[src/rtl/perfctr_pkg.sv]
package perfctr_pkg;

  localparam int REG_AW = 3;
  localparam int DW     = 32;
  localparam int IDX_W  = 8;
  localparam logic [7:0] UNIT_VERSION = 8'h01;

  typedef enum logic [REG_AW-1:0] {
    RA_CTRL    = 3'd0,
    RA_INDEX   = 3'd1,
    RA_COND    = 3'd2,
    RA_CNT_LO  = 3'd3,
    RA_CNT_HI  = 3'd4,
    RA_SNAP_LO = 3'd5,
    RA_SNAP_HI = 3'd6,
    RA_BUILD   = 3'd7
  } reg_addr_e;

  // counter width from the width-select code
  function automatic int ctr_width(input int sel);
    return 32 + 16 * sel;
  endfunction

  // read-only description word
  function automatic logic [DW-1:0] build_word(input int n_ctr, input int sel);
    logic [DW-1:0] w;
    w        = '0;
    w[7:0]   = UNIT_VERSION;
    w[15:8]  = 8'(n_ctr);
    w[17:16] = 2'(sel);
    return w;
  endfunction

endpackage

[src/rtl/perfctr_counter.sv]
module perfctr_counter #(
  parameter int NUM_COND = 8,
  parameter int CTR_W    = 48
) (
  input  logic                        clk,
  input  logic                        rst_n,
  input  logic                        en_i,
  input  logic [NUM_COND-1:0]         ev_i,
  input  logic                        cfg_we,
  input  logic                        lo_we,
  input  logic                        hi_we,
  input  logic [31:0]                 wdata,
  output logic [CTR_W-1:0]            cnt_o,
  output logic [$clog2(NUM_COND)-1:0] cfg_o,
  output logic                        inc_o
);

  localparam int COND_W = $clog2(NUM_COND);
  localparam int HI_W   = CTR_W - 32;

  logic [COND_W-1:0] cfg_q;
  logic [CTR_W-1:0]  cnt_q;
  logic              inc_hit;
  logic              wr_any;

  // condition 0 is the never-firing condition
  function automatic logic cond_fires(input logic [NUM_COND-1:0] ev,
                                      input logic [COND_W-1:0]   sel);
    logic [NUM_COND-1:0] live;
    live    = ev;
    live[0] = 1'b0;
    if (sel == '0 || int'(sel) >= NUM_COND) return 1'b0;
    return live[sel];
  endfunction

  function automatic logic [CTR_W-1:0] bump(input logic [CTR_W-1:0] v);
    return v + CTR_W'(1);
  endfunction

  assign inc_hit = en_i && cond_fires(ev_i, cfg_q);
  assign wr_any  = lo_we || hi_we;

  always_ff @(posedge clk or negedge rst_n) begin
    if (!rst_n) begin
      cfg_q <= '0;
      cnt_q <= '0;
    end else begin
      if (cfg_we) cfg_q <= wdata[COND_W-1:0];
      if (wr_any) begin
        if (lo_we) cnt_q[31:0]      <= wdata;
        if (hi_we) cnt_q[CTR_W-1:32] <= wdata[HI_W-1:0];
      end else if (inc_hit) begin
        cnt_q <= bump(cnt_q);
      end
    end
  end

  assign cnt_o = cnt_q;
  assign cfg_o = cfg_q;
  assign inc_o = inc_hit;

  // never condition freezes the counter
  p_never_holds_r4: assert property (@(posedge clk) disable iff (!rst_n)
    (cfg_q == '0 && !wr_any) |=> $stable(cnt_q));

  // disabled bank freezes the counter
  p_disabled_holds_r5: assert property (@(posedge clk) disable iff (!rst_n)
    (!en_i && !wr_any) |=> $stable(cnt_q));

  // without a write a counter moves by at most one, modulo its width
  p_single_step_r3: assert property (@(posedge clk) disable iff (!rst_n)
    !wr_any |=> (CTR_W'(cnt_q - $past(cnt_q)) <= CTR_W'(1)));

  // low-half write wins over a same-cycle increment
  p_write_wins_r6: assert property (@(posedge clk) disable iff (!rst_n)
    lo_we |=> (cnt_q[31:0] == $past(wdata)));

endmodule

[src/rtl/perfctr_ctrl.sv]
module perfctr_ctrl
  import perfctr_pkg::*;
#(
  parameter int NUM_CTR = 4,
  parameter int CTR_W   = 48
) (
  input  logic             clk,
  input  logic             rst_n,
  input  logic             ctrl_we,
  input  logic             idx_we,
  input  logic [DW-1:0]    wdata,
  input  logic [CTR_W-1:0] sel_cnt,
  output logic             en_o,
  output logic [15:0]      upper_o,
  output logic             snap_pend_o,
  output logic [IDX_W-1:0] idx_o,
  output logic             idx_ok_o,
  output logic [CTR_W-1:0] snap_o
);

  logic             en_q;
  logic [15:0]      upper_q;
  logic             pend_q;
  logic [IDX_W-1:0] idx_q;
  logic [CTR_W-1:0] snap_q;
  logic             snap_fire;

  function automatic logic in_window(input logic [IDX_W-1:0] idx);
    return int'(idx) < NUM_CTR;
  endfunction

  assign snap_fire = pend_q;

  always_ff @(posedge clk or negedge rst_n) begin
    if (!rst_n) begin
      en_q    <= 1'b0;
      upper_q <= '0;
      pend_q  <= 1'b0;
      idx_q   <= '0;
      snap_q  <= '0;
    end else begin
      if (ctrl_we) begin
        en_q    <= wdata[0];
        upper_q <= wdata[31:16];
      end
      pend_q <= ctrl_we && wdata[1];
      if (idx_we)    idx_q  <= wdata[IDX_W-1:0];
      if (snap_fire) snap_q <= sel_cnt;
    end
  end

  assign en_o        = en_q;
  assign upper_o     = upper_q;
  assign snap_pend_o = pend_q;
  assign idx_o       = idx_q;
  assign idx_ok_o    = in_window(idx_q);
  assign snap_o      = snap_q;

  // capture request lasts one cycle unless re-requested
  p_snap_clears_r8: assert property (@(posedge clk) disable iff (!rst_n)
    (pend_q && !ctrl_we) |=> !pend_q);

  // snapshot takes the windowed value seen during the pending cycle
  p_snap_capture_r8: assert property (@(posedge clk) disable iff (!rst_n)
    pend_q |=> (snap_q == $past(sel_cnt)));

  // snapshot only moves on a capture
  p_snap_stable_r8: assert property (@(posedge clk) disable iff (!rst_n)
    !pend_q |=> $stable(snap_q));

endmodule

[src/rtl/perfctr_bank.sv]
module perfctr_bank
  import perfctr_pkg::*;
#(
  parameter int NUM_CTR  = 4,
  parameter int NUM_COND = 8,
  parameter int CTR_SEL  = 1
) (
  input  logic                clk,
  input  logic                rst_n,
  input  logic                reg_we,
  input  logic [2:0]          reg_addr,
  input  logic [31:0]         reg_wdata,
  output logic [31:0]         reg_rdata,
  input  logic [NUM_COND-1:0] ev_in
);

  localparam int CTR_W  = ctr_width(CTR_SEL);
  localparam int COND_W = $clog2(NUM_COND);

  reg_addr_e addr;
  logic      wr_ctrl, wr_idx, wr_cfg, wr_lo, wr_hi, win_addr;

  logic             en;
  logic [15:0]      ctrl_upper;
  logic             snap_pend;
  logic [IDX_W-1:0] idx;
  logic             idx_ok;
  logic [CTR_W-1:0] snap_val;

  logic [CTR_W-1:0]                cnt_all [NUM_CTR];
  logic [NUM_CTR-1:0][COND_W-1:0]  cfg_all;
  logic [NUM_CTR-1:0]              inc_all;
  logic [CTR_W-1:0]                sel_cnt;
  logic [COND_W-1:0]               sel_cfg;

  assign addr     = reg_addr_e'(reg_addr);
  assign win_addr = (addr == RA_COND) || (addr == RA_CNT_LO) || (addr == RA_CNT_HI) ||
                    (addr == RA_SNAP_LO) || (addr == RA_SNAP_HI);

  assign wr_ctrl = reg_we && (addr == RA_CTRL);
  assign wr_idx  = reg_we && (addr == RA_INDEX);
  assign wr_cfg  = reg_we && (addr == RA_COND)   && idx_ok;
  assign wr_lo   = reg_we && (addr == RA_CNT_LO) && idx_ok;
  assign wr_hi   = reg_we && (addr == RA_CNT_HI) && idx_ok;

  perfctr_ctrl #(
    .NUM_CTR (NUM_CTR),
    .CTR_W   (CTR_W)
  ) u_ctrl (
    .clk         (clk),
    .rst_n       (rst_n),
    .ctrl_we     (wr_ctrl),
    .idx_we      (wr_idx),
    .wdata       (reg_wdata),
    .sel_cnt     (sel_cnt),
    .en_o        (en),
    .upper_o     (ctrl_upper),
    .snap_pend_o (snap_pend),
    .idx_o       (idx),
    .idx_ok_o    (idx_ok),
    .snap_o      (snap_val)
  );

  for (genvar g = 0; g < NUM_CTR; g++) begin : g_ctr
    logic hit_here;
    assign hit_here = (idx == IDX_W'(g));

    perfctr_counter #(
      .NUM_COND (NUM_COND),
      .CTR_W    (CTR_W)
    ) u_ctr (
      .clk    (clk),
      .rst_n  (rst_n),
      .en_i   (en),
      .ev_i   (ev_in),
      .cfg_we (wr_cfg && hit_here),
      .lo_we  (wr_lo && hit_here),
      .hi_we  (wr_hi && hit_here),
      .wdata  (reg_wdata),
      .cnt_o  (cnt_all[g]),
      .cfg_o  (cfg_all[g]),
      .inc_o  (inc_all[g])
    );
  end

  // windowed selection; out-of-range index yields zero
  always_comb begin
    sel_cnt = '0;
    sel_cfg = '0;
    for (int i = 0; i < NUM_CTR; i++) begin
      if (idx == IDX_W'(i)) begin
        sel_cnt = cnt_all[i];
        sel_cfg = cfg_all[i];
      end
    end
  end

  always_comb begin
    reg_rdata = '0;
    unique case (addr)
      RA_CTRL:    reg_rdata = {ctrl_upper, 14'b0, snap_pend, en};
      RA_INDEX:   reg_rdata = 32'(idx);
      RA_COND:    reg_rdata = idx_ok ? 32'(sel_cfg) : '0;
      RA_CNT_LO:  reg_rdata = sel_cnt[31:0];
      RA_CNT_HI:  reg_rdata = 32'(sel_cnt[CTR_W-1:32]);
      RA_SNAP_LO: reg_rdata = idx_ok ? snap_val[31:0] : '0;
      RA_SNAP_HI: reg_rdata = idx_ok ? 32'(snap_val[CTR_W-1:32]) : '0;
      RA_BUILD:   reg_rdata = build_word(NUM_CTR, CTR_SEL);
      default:    reg_rdata = '0;
    endcase
  end

  // windowed writes with the index outside the bank touch no condition
  p_oob_cfg_kept_r10: assert property (@(posedge clk) disable iff (!rst_n)
    (reg_we && win_addr && !idx_ok) |=> $stable(cfg_all));

  // windowed reads with the index outside the bank return zero
  p_oob_read_zero_r10: assert property (@(posedge clk) disable iff (!rst_n)
    (win_addr && !idx_ok) |-> (reg_rdata == '0));

  // no counter reports an increment while the bank is disabled
  p_no_inc_disabled_r5: assert property (@(posedge clk) disable iff (!rst_n)
    !en |-> (inc_all == '0));

  // index register follows writes and otherwise holds
  p_index_holds_r2: assert property (@(posedge clk) disable iff (!rst_n)
    !wr_idx |=> $stable(idx));

endmodule

[config.mk]
export PLATFORM = sky130hd
export DESIGN_NAME = perfctr_bank
export DESIGN_NICKNAME = d
export VERILOG_FILES = /design/src/rtl/perfctr_pkg.sv /design/src/rtl/perfctr_counter.sv /design/src/rtl/perfctr_ctrl.sv /design/src/rtl/perfctr_bank.sv
export SDC_FILE = /design/constraint.sdc
export NUM_CORES = 1
export LEC_CHECK = 0
export BUFFER_PORTS_ARGS = -buffer_cell sky130_fd_sc_hd__buf_2
export CAP_MARGIN = 5
export CORE_ASPECT_RATIO = 1.75
export CORE_MARGIN = 4
export CORE_UTILIZATION = 35
export CTS_CLUSTER_SIZE = 12
export DETAILED_ROUTE_END_ITERATION = 8
export SLEW_MARGIN = 20
export SYNTH_ARGS = -nofsm -noshare
export SYNTH_HDL_FRONTEND = slang
export SYNTH_SLANG_ARGS = --single-unit
[constraint.sdc]
create_clock -name clk -period 2.91 [get_ports clk]
set_input_delay 0.4365 -clock clk [delete_from_list [all_inputs] [get_ports clk]]
set_output_delay 0.4365 -clock clk [all_outputs]
set_load 0.02 [all_outputs]
Yosys cells after proc, flatten, opt, wreduce, memory -nomap -nowiden
Index checks and enable logic that the tools add are counted.
- bits in registers: 278
- input bits: 46
- output and inout port bits: 32
- logic and storage cells: 139
- add/subtract/negate cells: 4
- $lt $le $gt $ge: 5
- equal/unequal tests: 18
- multiplexer cells: 48
- reductions and logical operators: 47
- operators by type and width (operator ; number):
    two-way mux 48 bit ; 12
    case mux 32 bit (8 select lines) ; 1
    adder 48 x 1 -> 48 bit (second input constant) ; 4
    two-way mux 32 bit ; 5
    two-way mux 16 bit ; 5
    logical AND 1 bit ; 25
    == test 8 x 2 -> 1 bit (second input constant) ; 2
    less-than comparator 3 x 4 -> 1 bit (second input constant) ; 4
    two-way mux 1 bit ; 16
    inequality test 2 x 1 -> 1 bit (second input constant) ; 8
    AND reduction 2 bit ; 8
    zero test 3 bit ; 5
    two-way mux 3 bit ; 5
    binary-select mux 1 bit (select 3 bit) ; 4
    == test 3 bit (second input constant) ; 4
    == test 8 x 1 -> 1 bit (second input constant) ; 1
    zero test 8 bit ; 1
    less-than comparator 8 x 3 -> 1 bit (second input constant) ; 1
    nonzero test 2 bit ; 4
    == test 3 x 2 -> 1 bit (second input constant) ; 2
    logical OR 1 bit ; 4
    == test 3 x 1 -> 1 bit (second input constant) ; 1

Logic depth before layout (Yosys ltp)
- word-level depth: 7
- mapped depth: 10
- depth with buffers taken out: 7

Cells and area by module
From an unflattened synthesis, not the netlist that was laid out.
- cell total of the unflattened synthesis: 2076
- area, all modules: 19278.5 um^2
- by module, submodules not included (module ; instances ; cells each ; area each (um^2) ; seq. area each (um^2)):
    perfctr_counter ; 4 ; 399 ; 3427.0 ; 1276.2
    perfctr_ctrl ; 1 ; 158 ; 2841.5 ; 1851.8
    perfctr_bank ; 1 ; 322 ; 2728.9 ; 0.0

Worst setup path before layout
Ideal clock, no wire load.
- path kind: register to output
- start point: register u_ctrl.idx_q[1] (netlist: u_ctrl.idx_o[1])
- end point: output reg_rdata[1]
- arrival: 2.049 ns
- data required time: 2.474 ns
- setup slack: 0.424 ns
- cell stages (with the launch flop): 8
- path buffers: 3
- cells stage by stage: dfrtp_1 buf_2 buf_1 buf_1 o21ai_0 a31oi_1 a221oi_1 o32ai_1
- longest elaborated chain between the ends: 7
- elaborated cells on any way between the ends: 17
- those cells by class: order compare: 1; eq/ne: 3; mux: 12; reduce/logical: 1
- RTL lines (item ; line ; RTL):
    from (decl) ; perfctr_ctrl.sv:24 ; logic [IDX_W-1:0] idx_q;
    from (signal assigned) ; perfctr_ctrl.sv:47 ; if (idx_we) idx_q <= wdata[IDX_W-1:0];
    zero test 8 bit ; perfctr_bank.sv:91 ; if (idx == IDX_W'(i)) begin
    two-way mux 3 bit (4 in series) ; perfctr_bank.sv:91 ;
    two-way mux 3 bit ; perfctr_bank.sv:103 ; RA_COND: reg_rdata = idx_ok ? 32'(sel_cfg) : '0;
    case mux 32 bit (8 select lines) (*) ; perfctr_bank.sv:100 ; unique case (addr)
    to (decl) ; perfctr_bank.sv:13 ; output logic [31:0] reg_rdata,
Mark *: on every way between the ends. The rest lies on a longest branch, timed or not.

Worst setup path after layout
- start point: register u_ctrl.idx_q[0] (netlist: u_ctrl.idx_o[0])
- end point: output reg_rdata[13]
- longest elaborated chain between the ends: 6
- elaborated cells on any way between the ends: 12
- those cells by class: order compare: 1; eq/ne: 3; mux: 7; reduce/logical: 1
- RTL lines (item ; line):
    zero test 8 bit ; perfctr_bank.sv:91
    two-way mux 48 bit (4 in series) ; perfctr_bank.sv:91
    case mux 32 bit (8 select lines) (*) ; perfctr_bank.sv:100
Marks and branches as above.

==> metrics.csv <==
metric,value,unit
vias per cell,6.42,
CTS buffer count,29,
critical path depth in cells,8,
via count,18200,
Max Cap Violations,0,
DRT Wirelength,77400,µm
pin count of the biggest net entering global routing,93,
Synth area leader,dfrtp_1,
WP data arrival,2650,ps
Area growth syn-to-layout,18.1,%
CTS Sinks,278,
fmax,0.324,GHz
layout cells sized above 1,24.2,%
CTS root buf,clkbuf_16,
Die Ht,310,µm
CP Class,flop to output port,
largest fanout on the critical path,10,
die area,0.0561,mm²
"Top FF cell, synth",dfrtp_1,
vias in the first global route,18100,
Setup crit start kind,flop,
Post-Layout Cell Count,2836,
Worst R2R Setup Slack,250,ps
final net count,2198,
top-area cell type share of the netlist area,38.1,%
port bufs,76,
final worst path period need,3080,ps
Routed Antenna Nets,0,
Rows,110,
DP Wirelength,57100,µm
CP Cell Sequence,buf_12 -> buf_12 -> buf_4 -> mux4_2 -> and3_4 -> a22oi_2 -> nand2_1 -> buf_2,
Worst path max stage delay,510,ps
Hold/Removal Path Class,primary input to flop,
core area,0.0516,mm²
clock tree buffer depth,3,
leakage dissipation,0.00892,µW
VDD IR-drop max,613,µV
synth cell count leaders,"a21oi_1 (318), dfrtp_1 (278), nand2_1 (245), o21ai_0 (154), nand3_1 (105)",
setup ws final,-173,ps
Critical path origin,u_ctrl.idx_o[0],
gr usage total,26.6,%
"EDFF count, synth",0,
Clock Skew,32.5,ps
YS warnings,0,
area of the multi-input gates,0.0109,mm²
failing checks,setup timing,
Critical Path End Type,output port,
Fin Setup TNS,-2760,ps
"Clk Latency, worst-skew pair",600,ps
RR Startpoint,u_ctrl.idx_o[3],
relative slew slack,48.3,%
placed instance count,2764,
R2R cell count,10,
Top-Level Pins,78,
CP Capture Point,reg_rdata[13],
CTS tree,yes,
Syn Area/Cell,8.87,µm²
setup slack after placement,174,ps
Crit-path slowest cell,dfrtp_4,
CP top delay family,buffers and inverters,
Final period util,106,%
final hold violations,0,
cell count after synthesis,2061,
Post-synth ARST share,100,%
RD Place Congestion,0.977,
drt wl/cell,27.3,µm
antenna violations before repair,5,
Synth Register Bits,278,
worst r2r dst,g_ctr[0].u_ctr.cnt_o[46],
Setup Viol. Count Final,30,
die width,181,µm
Overflow after GRT,0,
worst path bufs/invs,4,
Syn Nets,2111,
first-pass GRT wire length,114000,µm
Hold WS,217,ps
final core occ,41.8,%
post-synth cell types,90,
DRT iter0 DRCs,1622,
clk slew on worst S/H paths,60,ps
"most used cell, CP",buf_12,
status,"finished, violations left",
Initial Util,35.4,%
final-report max-slew violation count,0,
CP required,2470,ps
part of the Yosys area used for sequential elements,38.1,%
"count leader, synth",a21oi_1,
Reg area,0.00697,mm²
TritonRoute pass-1 iters,8,
H-tree Lvls,1,
drt drc,0,
Area contributors post-synth,"dfrtp_1 (38%), a21oi_1 (8.7%), mux4_2 (6.2%)",
Post-Syn Area,0.0183,mm²
unrepaired setup endpoints after global routing,yes,
PwrDens,512,mW/mm²
Worst-Margin Slew,771,ps
FILL cells,5030,
==> cell type report <==
cell class / count / share of cell area (%)
multi-input combinational: 1593 / 50.3
sequential: 278 / 32.3
timing repair buffer: 218 / 8.89
clock buffer: 41 / 3.90
tap: 672 / 3.90
inverter: 28 / 0.487
clock inverter: 5 / 0.232
antenna: 1 / 0.0116
==> where the power goes <==
part,total [µW],switching [µW],internal [µW]
logic,2620,1520,1100
registers,4690,494,4190
clock network,3750,1680,2070
==> worst register-to-register path, stage by stage, from the launching register on <==
cell and delay, ps:
dfrtp_1 420, nor4_4 350, and2_4 230, buf_4 150, buf_4 160, buf_4 150, nand4_1 260, nand2_1 180
buf_4 340, a21oi_1 120, a211oi_1 210
==> cells by family (layout without fill, tap and decap cells) <==
| family | Yosys count | in the layout | share of synthesized area, % |
|---|---|---|---|
| compound gates | 747 | 747 | 24.7 |
| simple gates | 690 | 690 | 19.6 |
| flops | 278 | 278 | 38.1 |
| buf+inv | 190 | 292 | 4.77 |
| mux | 152 | 152 | 12.6 |
| fa+ha+maj | 4 | 4 | 0.274 |
| other cells | 0 | 1 | 0 |
==> repair_timing <==
action | 4_1_cts | 5_1_grt
hold endpoints to repair | 58 | 0
gates resized for setup | 93 | 59
setup buffers | 13 | 10
endpoints found under the setup margin | 32 | 32
gates cloned | 1 | 1
hold buffers | 1 | 0
pin swaps | 16 | 30
==> through the flow <==
step	instance area, µm²	total power (µW)
CTS	21300	11000
floorplan	18300	6080
global route	21600	11400
global placement	19900	7020
detailed placement	19900	7090
finish	21600	11000
==> flip-flops by register name, summed over array words and instances (netlist names) <==
| name | flops |
|---|---|
| u_ctrl.snap_pend_o | 1 |
| g_ctr.u_ctr.cfg_o | 12 |
| u_ctrl.snap_o | 48 |
| u_ctrl.en_o | 1 |
| u_ctrl.idx_o | 8 |
| g_ctr.u_ctr.cnt_o | 192 |
| u_ctrl.upper_o | 16 |
==> per-layer routing <==
metal / track usage, % / wire length, µm / up-vias
met1: 28.8 / 26900 / 8951
met2: 46.9 / 38200 / 914
li1: - / - / 8004
met5: 0 / 0 / -
met4: 20.1 / 7460 / 0
met3: 3.57 / 4860 / 341
==> cell usage in the layout, fill, tap and decap left out, drive strengths merged, types with 42 or more instances in the layout <==
cell	instances
nand4	50
mux4	53
o21ai	165
nand2	247
buf	216
nand3	111
o22ai	75
dfrtp	278
clkbuf	42
mux2	85
a21oi	319
nor2	76
and3	82
==> worst min path at each step <==
stage                                           to          start  slack, ps  depth (start not counted)
final                     g_ctr[2].u_ctr.cnt_o[22]  reg_wdata[22]        220                          3
after global routing             u_ctrl.upper_o[2]  reg_wdata[18]        220                          2
after detailed placement  g_ctr[3].u_ctr.cnt_o[36]          rst_n        470                          1
after global placement    g_ctr[3].u_ctr.cnt_o[39]          rst_n        460                          1
after floorplan            g_ctr[0].u_ctr.cfg_o[0]          rst_n        140                          0
after CTS                        u_ctrl.upper_o[2]  reg_wdata[18]        210                          2
(Power assumes the default switching activity.)
